`src/rtl/wl_pkg.sv`:
```
package wl_pkg;

    localparam int CPU_W      = 2;
    localparam int MAX_CPU    = 1 << CPU_W;
    localparam int LOCK_IDX_W = 4;

    typedef enum logic [2:0] {
        OP_IDLE   = 3'd0,
        OP_ACQ    = 3'd1,
        OP_REL    = 3'd2,
        OP_NOTE   = 3'd3,
        OP_ACK    = 3'd4,
        OP_KICK   = 3'd5
    } wl_op_e;

    typedef struct packed {
        logic                  valid;
        wl_op_e                op;
        logic [CPU_W-1:0]      src;
        logic [CPU_W-1:0]      dst;
        logic [LOCK_IDX_W-1:0] lock;
    } wl_cmd_t;

    // Returns {found, index} of the first set bit of mask met when scanning
    // upward from after+1, wrapping, with after itself examined last.
    function automatic logic [CPU_W:0] rr_pick(input logic [MAX_CPU-1:0] mask,
                                               input logic [CPU_W-1:0]   after);
        logic [CPU_W-1:0] idx;
        logic [CPU_W:0]   res;
        res = '0;
        for (int k = MAX_CPU; k >= 1; k--) begin
            idx = after + CPU_W'(k);
            if (mask[idx]) res = {1'b1, idx};
        end
        return res;
    endfunction

endpackage

```
`src/rtl/wl_arbiter.sv`:
```
module wl_arbiter
    import wl_pkg::*;
#(
    parameter int NCPU = 4
) (
    input  logic                 clk,
    input  logic                 rst,
    input  logic [NCPU-1:0]      valid,
    output logic [NCPU-1:0]      grant,
    output logic                 grant_any,
    output logic [CPU_W-1:0]     grant_idx
);

    logic [CPU_W-1:0]   last_q;
    logic [MAX_CPU-1:0] vmask;
    logic [CPU_W:0]     pick;

    always_comb begin
        vmask             = '0;
        vmask[NCPU-1:0]   = valid;
        pick              = rr_pick(vmask, last_q);
        grant_any         = pick[CPU_W];
        grant_idx         = pick[CPU_W-1:0];
    end

    for (genvar i = 0; i < NCPU; i++) begin : g_grant
        assign grant[i] = grant_any && (grant_idx == CPU_W'(i));
    end

    always_ff @(posedge clk) begin
        if (rst)            last_q <= CPU_W'(MAX_CPU - 1);
        else if (grant_any) last_q <= grant_idx;
    end

endmodule

```
`src/rtl/wl_lock_slot.sv`:
```
module wl_lock_slot
    import wl_pkg::*;
#(
    parameter int NCPU = 4,
    parameter int MYID = 0
) (
    input  logic              clk,
    input  logic              rst,
    input  wl_cmd_t           cmd,
    output logic              held,
    output logic [CPU_W-1:0]  owner,
    output logic [NCPU-1:0]   waiters,
    output logic              wake,
    output logic [CPU_W-1:0]  wake_cpu
);

    logic               held_q;
    logic [CPU_W-1:0]   owner_q;
    logic [MAX_CPU-1:0] wait_q;
    logic               hit;
    logic               by_owner;
    logic [CPU_W:0]     nxt;

    assign hit      = cmd.valid && (cmd.lock == LOCK_IDX_W'(MYID));
    assign by_owner = held_q && (owner_q == cmd.src);
    assign nxt      = rr_pick(wait_q, cmd.src);
    assign wake     = hit && (cmd.op == OP_REL) && by_owner && nxt[CPU_W];
    assign wake_cpu = nxt[CPU_W-1:0];

    always_ff @(posedge clk) begin
        if (rst) begin
            held_q  <= 1'b0;
            owner_q <= '0;
            wait_q  <= '0;
        end else if (hit) begin
            unique case (cmd.op)
                OP_ACQ: begin
                    if (!held_q) begin
                        held_q  <= 1'b1;
                        owner_q <= cmd.src;
                    end else if (owner_q != cmd.src) begin
                        wait_q[cmd.src] <= 1'b1;
                    end
                end
                OP_REL: begin
                    if (by_owner) begin
                        if (nxt[CPU_W]) begin
                            owner_q                   <= nxt[CPU_W-1:0];
                            wait_q[nxt[CPU_W-1:0]]    <= 1'b0;
                        end else begin
                            held_q  <= 1'b0;
                            owner_q <= '0;
                        end
                    end
                end
                default: ;
            endcase
        end
    end

    assign held    = held_q;
    assign owner   = owner_q;
    assign waiters = wait_q[NCPU-1:0];

endmodule

```
`src/rtl/wl_sanity_timer.sv`:
```
module wl_sanity_timer #(
    parameter int TW = 16
) (
    input  logic          clk,
    input  logic          rst,
    input  logic          kick,
    input  logic [TW-1:0] limit,
    output logic          fault
);

    logic          armed_q;
    logic          fault_q;
    logic [TW-1:0] cnt_q;

    always_ff @(posedge clk) begin
        if (rst) begin
            armed_q <= 1'b0;
            fault_q <= 1'b0;
            cnt_q   <= '0;
        end else if (kick) begin
            armed_q <= 1'b1;
            fault_q <= 1'b0;
            cnt_q   <= '0;
        end else if (armed_q && !fault_q) begin
            if (cnt_q == limit) fault_q <= 1'b1;
            else                cnt_q   <= cnt_q + 1'b1;
        end
    end

    assign fault = fault_q;

endmodule

```
`src/rtl/wl_handoff_ctrl.sv`:
```
module wl_handoff_ctrl
    import wl_pkg::*;
#(
    parameter int NCPU  = 4,
    parameter int NLOCK = 2,
    parameter int TW    = 16,
    localparam int LW   = (NLOCK > 1) ? $clog2(NLOCK) : 1
) (
    input  logic                    clk,
    input  logic                    rst,
    input  logic [NCPU-1:0]         req_valid,
    input  logic [3*NCPU-1:0]       req_op,
    input  logic [LW*NCPU-1:0]      req_lock,
    input  logic [CPU_W*NCPU-1:0]   req_target,
    input  logic [TW-1:0]           wd_limit,
    output logic [NCPU-1:0]         req_ready,
    output logic [NLOCK-1:0]        lock_held,
    output logic [CPU_W*NLOCK-1:0]  lock_owner,
    output logic [NCPU*NLOCK-1:0]   lock_waiters,
    output logic [NCPU-1:0]         ipi,
    output logic [NCPU-1:0]         wd_fault
);

    logic             g_any;
    logic [CPU_W-1:0] g_idx;
    wl_cmd_t          cmd;

    wl_arbiter #(.NCPU(NCPU)) u_arb (
        .clk       (clk),
        .rst       (rst),
        .valid     (req_valid),
        .grant     (req_ready),
        .grant_any (g_any),
        .grant_idx (g_idx)
    );

    always_comb begin
        cmd.valid = g_any;
        cmd.op    = wl_op_e'(req_op[3*g_idx +: 3]);
        cmd.src   = g_idx;
        cmd.dst   = req_target[CPU_W*g_idx +: CPU_W];
        cmd.lock  = LOCK_IDX_W'(req_lock[LW*g_idx +: LW]);
    end

    logic [NLOCK-1:0]       wake_l;
    logic [CPU_W*NLOCK-1:0] wake_cpu_l;

    for (genvar l = 0; l < NLOCK; l++) begin : g_lock
        wl_lock_slot #(.NCPU(NCPU), .MYID(l)) u_slot (
            .clk      (clk),
            .rst      (rst),
            .cmd      (cmd),
            .held     (lock_held[l]),
            .owner    (lock_owner[CPU_W*l +: CPU_W]),
            .waiters  (lock_waiters[NCPU*l +: NCPU]),
            .wake     (wake_l[l]),
            .wake_cpu (wake_cpu_l[CPU_W*l +: CPU_W])
        );
    end

    logic [NCPU-1:0] wake_vec;
    always_comb begin
        wake_vec = '0;
        for (int l = 0; l < NLOCK; l++) begin
            for (int c = 0; c < NCPU; c++) begin
                if (wake_l[l] && (wake_cpu_l[CPU_W*l +: CPU_W] == CPU_W'(c)))
                    wake_vec[c] = 1'b1;
            end
        end
    end

    logic [NCPU-1:0] ipi_q;

    for (genvar c = 0; c < NCPU; c++) begin : g_cpu
        logic note_me, ack_me, kick_me;
        assign note_me = cmd.valid && (cmd.op == OP_NOTE) && (cmd.dst == CPU_W'(c));
        assign ack_me  = cmd.valid && (cmd.op == OP_ACK)  && (cmd.src == CPU_W'(c));
        assign kick_me = cmd.valid && (cmd.op == OP_KICK) && (cmd.src == CPU_W'(c));

        always_ff @(posedge clk) begin
            if (rst)                          ipi_q[c] <= 1'b0;
            else if (wake_vec[c] || note_me)  ipi_q[c] <= 1'b1;
            else if (ack_me)                  ipi_q[c] <= 1'b0;
        end

        wl_sanity_timer #(.TW(TW)) u_wd (
            .clk   (clk),
            .rst   (rst),
            .kick  (kick_me),
            .limit (wd_limit),
            .fault (wd_fault[c])
        );
    end

    assign ipi = ipi_q;

endmodule

```
`config.mk`:
```
export PLATFORM = sky130hd
export DESIGN_NAME = wl_handoff_ctrl
export DESIGN_NICKNAME = d
export VERILOG_FILES = /design/src/rtl/wl_pkg.sv /design/src/rtl/wl_arbiter.sv /design/src/rtl/wl_lock_slot.sv /design/src/rtl/wl_sanity_timer.sv /design/src/rtl/wl_handoff_ctrl.sv
export SDC_FILE = /design/constraint.sdc
export NUM_CORES = 1
export LEC_CHECK = 0
export BUFFER_PORTS_ARGS = -buffer_cell sky130_fd_sc_hd__buf_2
export CORE_MARGIN = 10
export CORE_UTILIZATION = 45
export DETAILED_ROUTE_END_ITERATION = 8
export HOLD_SLACK_MARGIN = 0.15
export PLACE_DENSITY_LB_ADDON = 0.2
export SYNTH_ARGS = -nofsm -noshare
export SYNTH_HDL_FRONTEND = slang
export SYNTH_HIERARCHICAL = 1
export SYNTH_SLANG_ARGS = --single-unit
```
`constraint.sdc`:
```
create_clock -name clk -period 4.1 [get_ports clk]
set_clock_uncertainty 0.1 [all_clocks]
set_input_delay 0.82 -clock clk [delete_from_list [all_inputs] [get_ports clk]]
set_output_delay 0.82 -clock clk [all_outputs]
set_load 0.01 [all_outputs]
```
==> results.cfg, run 1 <==
[cells_and_area]
drive_above_1_share_pct = 25.3
instances_no_fill = 999
antenna-diode-count = 0
area_delta_synth_final_pct = 12.8
layout.nets = 873
final_common_cell = dfxtp_1
mostFrequentLayoutCells = dfxtp_1 (92), buf_2 (71), xnor2_1 (66), a21oi_1 (65), nand2_1 (59)

[critical_path]
path_cells = buf_2 > or2b_2 > a21bo_2 > nand3_2 > mux4_2 > or3b_1 > or3_4 > nor4_2 > nor3b_1 > a31oi_1 > a31oi_1
timing.rr.start = u_arb/last_q[0]$_SDFFE_PP1P_
critical_path_buf_inv_count = 1
critPathTopFamily = simple AND/OR/NAND/NOR gates
crit_type = primary input to flop
r2r_end = ipi[0]$_SDFFE_PP0P_
crit_top_cell = a31oi_1
rrSetupSlack_ns = 0.61
cp.arrival_ns = 4.00
endpoint_kind = flop
cp.required_ns = 4.27
r2r_cells = 10
slowest_stage = mux4_2
start_kind = primary input
crit_path_max_incr_delay_ns = 0.62
worstPathMaxFanout = 10

[clock_network]
cts.clk_slew.worst_paths_ns = 0.06
h-tree-depth = 3
cts-root-buf = clkbuf_16
cts.sink_count = 92
cts_tree = yes
cts_setup_buffers = 0
cts_max_path_buffers = 2
cts_buffers = 9
worstSkewPairLatency_ns = 0.35

[power]
powerDensity_nw_per_um2 = 296
p_leak_nw = 2.59
peakVddDrop_uv = 202

[grt]
grt_pass1_vias = 5725
grt_antenna_before_repair = 0
grtUsageTotal_pct = 17.1
grt_pass1_wl_um = 28400
grt_max_degree = 25
globalRouteOverflowTotal = 0

[yosys]
synth_cell_type_count = 84
ys.warnings.count = 6
synth-seq-cells = 92
yosysSeqAreaShare_pct = 28.5
netlist_instances = 739
synthFlopType = dfxtp_1
avgSynthCellArea_um2 = 8.76
synth_edf_count = 0
synthArstFlopShare_pct = 0
synth_area_um2 = 6470

[sta]
tns_ns = 0
hold_violations = 0
worst_pin_slew_ns = 1.11
fmax_mhz = 261
rsz0062_at_grt = no
period_share_pct = 93.4
report.final.slew_viol_count = 0
relSlewSlack_pct = 25.8
finalSetupViolCount = 0
fin_crit_ns = 3.83

[min_path]
hold_depth = 2
holdPathEnd = g_cpu[2].u_wd/cnt_q[15]$_SDFFE_PP0P_
hold_path.class = flop to flop
min_from = g_cpu[2].u_wd/cnt_q[15]$_SDFFE_PP0P_

[routing]
dr.pass1.iters = 5
drtAntennaViolNets = 0
route.detailed.wl_per_inst_um = 17.0
drt-initial-drc-count = 279
vias = 5963
finalWirelength_um = 17000
drc = 0
post_drt_via_cell_ratio = 5.97

[die]
die_w_um = 140
die_h_um = 140
std_cell_rows = 43
core_area_um2 = 14000
die_area_um2 = 19600
ioPinCount = 72
start_util_pct = 46.3

[place]
gp_congestion = 0.895
port_buffers = 71
dp_hpwl_um = 12600
post-place-cells = 984

[flow_run]
maxCapViolations = 0

[status]
status = completed
## flip-flops by register name, indices dropped and copies added (netlist names)
name / count
u_arb/last_q: 2
g_cpu.u_wd/fault: 4
g_lock.u_slot/waiters: 8
g_cpu.u_wd/armed_q: 4
ipi: 4
g_lock.u_slot/held: 2
g_cpu.u_wd/cnt_q: 64
g_lock.u_slot/owner: 4
## worst reg2reg max path: stages, from the launching register on
cell and delay [ns]:
dfxtp_1 0.34, or2b_1 0.23, a21o_1 0.22, nand3_2 0.20
mux4_2 0.63, or3b_1 0.43, or3_4 0.40, nor4_2 0.35
nor3b_1 0.26, a31oi_1 0.07, a31oi_1 0.19
## layout make-up
cell class | count | area (um^2)
Timing Repair Buffer | 96 | 543
Inverter | 16 | 61.3
Tap cell | 180 | 225
Fill cell | 1338 | 6690
Clock buffer | 11 | 253
Clock inverter | 4 | 48.8
Multi-Input combinational cell | 600 | 4330
Sequential cell | 92 | 1840
## stage by stage
stage	setup slack (ns)	area [um^2]	util [%]	total power [mW]	hold WS (ns)
floorplan	0.0289	6500	-	1.19	0.356
global placement	0.0625	6990	50.0	1.31	0.375
detailed placement	-0.0600	6990	50.0	1.32	0.380
CTS	0.294	7290	52.1	2.18	0.388
global route	0.127	7300	52.2	2.26	0.398
finish	0.270	7300	52.2	2.16	0.386
## worst max path at each step
stage                          endpoint         start  slack [ns]  cells past startpoint
finish              ipi[0]$_SDFFE_PP0P_  req_valid[1]        0.27                     11
global placement    ipi[1]$_SDFFE_PP0P_  req_valid[1]        0.06                     13
detailed placement  ipi[0]$_SDFFE_PP0P_  req_valid[1]       -0.06                     11
global route        ipi[1]$_SDFFE_PP0P_  req_valid[1]        0.13                     13
CTS                 ipi[0]$_SDFFE_PP0P_  req_valid[1]        0.29                     11
floorplan           ipi[0]$_SDFFE_PP0P_  req_valid[1]        0.03                     12
## routing by layer
layer,GRT usage [%],vias to the layer above,wire (um)
met5,0,-,0
met4,5.71,0,315
met3,5.27,24,1090
met2,27.5,177,7820
met1,21.2,2835,7790
li1,-,2927,-
## cell usage after synthesis, types with 5 or more instances
master | count | area share, %
dfxtp_1 | 92 | 28
xnor2_1 | 66 | 8.9
a21oi_1 | 65 | 5.0
nand2_1 | 59 | 3.4
nand4_1 | 33 | 3.2
nor2_1 | 31 | 1.8
or4_1 | 25 | 2.9
o21ai_2 | 24 | 3.2
o31ai_1 | 22 | 2.6
or3_1 | 20 | 1.9
or3_2 | 20 | 2.3
nand3_1 | 19 | 1.5
mux2i_1 | 16 | 2.5
and3_1 | 13 | 1.3
inv_1 | 13 | 0.75
ha_1 | 12 | 2.3
o21ai_0 | 12 | 0.93
buf_6 | 10 | 1.7
a31oi_1 | 8 | 0.77
buf_4 | 8 | 0.93
clkbuf_1 | 8 | 0.46
nand2b_1 | 8 | 0.77
nor4_1 | 8 | 0.77
o211ai_1 | 8 | 0.93
and2_1 | 7 | 0.68
nor3_1 | 7 | 0.54
or2_2 | 6 | 0.58
a211oi_1 | 5 | 0.58
and4_1 | 5 | 0.68
buf_2 | 5 | 0.39
nand3b_1 | 5 | 0.58
nor2b_1 | 5 | 0.48
nor4_2 | 5 | 0.97
## cells by family after synthesis
| kind of cell | share of synthesized area (%) |
|---|---|
| DFF | 28.5 |
| and+or+nand+nor | 30.8 |
| adders and majority gates | 2.32 |
| buffers and inverters | 5.76 |
| xor gates and xnor gates | 9.20 |
| AOI/OAI and AO/OA | 18.2 |
| muxes | 5.26 |
| other | 0.0579 |
## what timing repair did
action	CTS	global route
hold buffers	0	0
setup endpoints to repair	0	1
gates resized for setup	0	1
## power by group
group          total [mW]  leakage, nW  switching, mW  internal, mW
logic               0.383         1.70          0.211         0.171
registers           0.915        0.742         0.0116         0.903
clock network       0.862        0.151          0.360         0.502
total                2.16         2.59          0.583          1.58
Note: power is estimated with default switching activity, not from simulation.
==> run 2: changes to the inputs <==
Settings changed: CORE_MARGIN 10 to 2, SKIP_CTS_REPAIR_TIMING set to 1.
==> run 2 against run 1 <==
Hold slack improved by 0.014 ns. Count of clock-buffer cells in the layout increased by 2. Flip-flop and latch count unchanged. Wire length decreased by 1.6%. Critical path depth increased by 2. Setup slack improved by 0.0074 ns. Sequential power about the same. Die area decreased by 22%. Combinational power about the same. Fmax increased by 0.19%. Largest power group unchanged.
==> results.cfg, run 2 (synthesis gave the netlist of run 1 again) <==
[cells_and_area]
largest_reg_flops = 64
antenna-diode-count = 0
drive_above_1_share_pct = 24.8
area_delta_synth_final_pct = 12.2
layout.nets = 870
mostFrequentLayoutCells = dfxtp_1 (92), buf_2 (71), xnor2_1 (66), a21oi_1 (65), nand2_1 (59)
design_area_um2 = 7260
regMostFlops = g_cpu.u_wd/cnt_q
fillers = 1347
final_common_cell = dfxtp_1

[place]
placed_area_um2 = 6970
port_buffers = 71
dp_hpwl_um = 12400
gp_congestion = 0.894

[grt]
grt_pass1_wl_um = 27200
grt_antenna_before_repair = 0
grt_max_degree = 25
globalRouteOverflowTotal = 0
grtUsageTotal_pct = 22.4
grt_pass1_vias = 5713

[die]
start_util_pct = 46.3
die_area_um2 = 15400
die_h_um = 124
ioPinCount = 72
core_area_um2 = 14000
die_w_um = 124
std_cell_rows = 43

[flow_run]
maxCapViolations = 0

[sta]
hold_violations = 0
rsz0062_at_grt = no
finalSetupViolCount = 0
fmax_mhz = 262
fin_crit_ns = 3.82
relSlewSlack_pct = 35.4
whs_ns = 0.400
tns_ns = 0
report.final.slew_viol_count = 0
period_share_pct = 93.2
worst_pin_slew_ns = 0.960

[routing]
post_drt_via_cell_ratio = 5.96
dr.pass1.iters = 4
drt-initial-drc-count = 338
finalWirelength_um = 16800
drc = 0
route.detailed.wl_per_inst_um = 16.8
drtAntennaViolNets = 0
vias = 5946

[power]
peakVddDrop_uv = 216
p_leak_nw = 2.56
powerDensity_nw_per_um2 = 292

[critical_path]
start_kind = primary input
crit_start = req_valid[1]
endpoint_kind = flop
crit_end = ipi[1]$_SDFFE_PP0P_
crit_type = primary input to flop
rrSetupSlack_ns = 0.63
r2r_cells = 12
worstPathMaxFanout = 23
cp.required_ns = 4.28
timing.rr.start = u_arb/last_q[0]$_SDFFE_PP1P_
cp.arrival_ns = 4.00
r2r_end = ipi[1]$_SDFFE_PP0P_

[clock_network]
h-tree-depth = 3
cts_tree = yes
worstSkewPairLatency_ns = 0.35
cts_buffers = 9
cts.clk_slew.worst_paths_ns = 0.06
cts-root-buf = clkbuf_16
cts.sink_count = 92
cts_max_path_buffers = 2

[status]
status = completed

[min_path]
hold_path.class = flop to flop
min_from = g_cpu[2].u_wd/cnt_q[15]$_SDFFE_PP0P_
## run 2: layout make-up
type,instances,area [um^2],share of cell area [%]
clock buffer,13,270,3.72
inverter,16,61.3,0.844
multi-input combinational,600,4320,59.5
sequential,92,1840,25.4
tap,180,225,3.10
timing repair buffer,93,520,7.17
clock inverter,3,20.0,0.276
## run 2: power breakdown
part           switching (mW)  internal, mW
clock network           0.360         0.460
logic                   0.213         0.170
registers              0.0114         0.903
## run 2: worst min-delay path by stage
stage / endpoint / cells past startpoint / slack, ns
after floorplan: g_cpu[0].u_wd/cnt_q[15]$_SDFFE_PP0P_ / 2 / 0.36
after global placement: g_cpu[1].u_wd/cnt_q[6]$_SDFFE_PP0P_ / 2 / 0.38
after detailed placement: ipi[1]$_SDFFE_PP0P_ / 2 / 0.38
after CTS: g_cpu[2].u_wd/cnt_q[15]$_SDFFE_PP0P_ / 2 / 0.40
after global routing: g_cpu[2].u_wd/cnt_q[10]$_SDFFE_PP0P_ / 2 / 0.42
final: g_cpu[2].u_wd/cnt_q[15]$_SDFFE_PP0P_ / 2 / 0.40
## run 2: metrics by stage
step                util, %  instances  setup slack [ns]  power [mW]
finish                 51.9        997             0.278        2.12
global route           51.9        997             0.115        2.21
CTS                    51.9        997             0.299        2.14
detailed placement     49.8        981           -0.0631        1.32
global placement       49.8        981            0.0443        1.30
floorplan                 -        744            0.0289        1.19
## run 2: worst max-delay path, cell delays in order
cell	delay, ns
buf_2	0.12
or2b_2	0.30
a21bo_2	0.26
nand3_2	0.15
buf_4	0.31
mux4_2	0.37
or3b_1	0.41
or3_4	0.43
nor4_2	0.36
nand2_1	0.10
o22ai_1	0.17
a21oi_1	0.06
a21oi_1	0.14
## run 2: metal layers
layer	up-vias	track usage [%]	wire, um
met5	-	0	0
met4	0	9.83	420
met3	31	3.07	672
met2	137	38.7	8100
met1	2867	27.9	7560
li1	2911	-	-
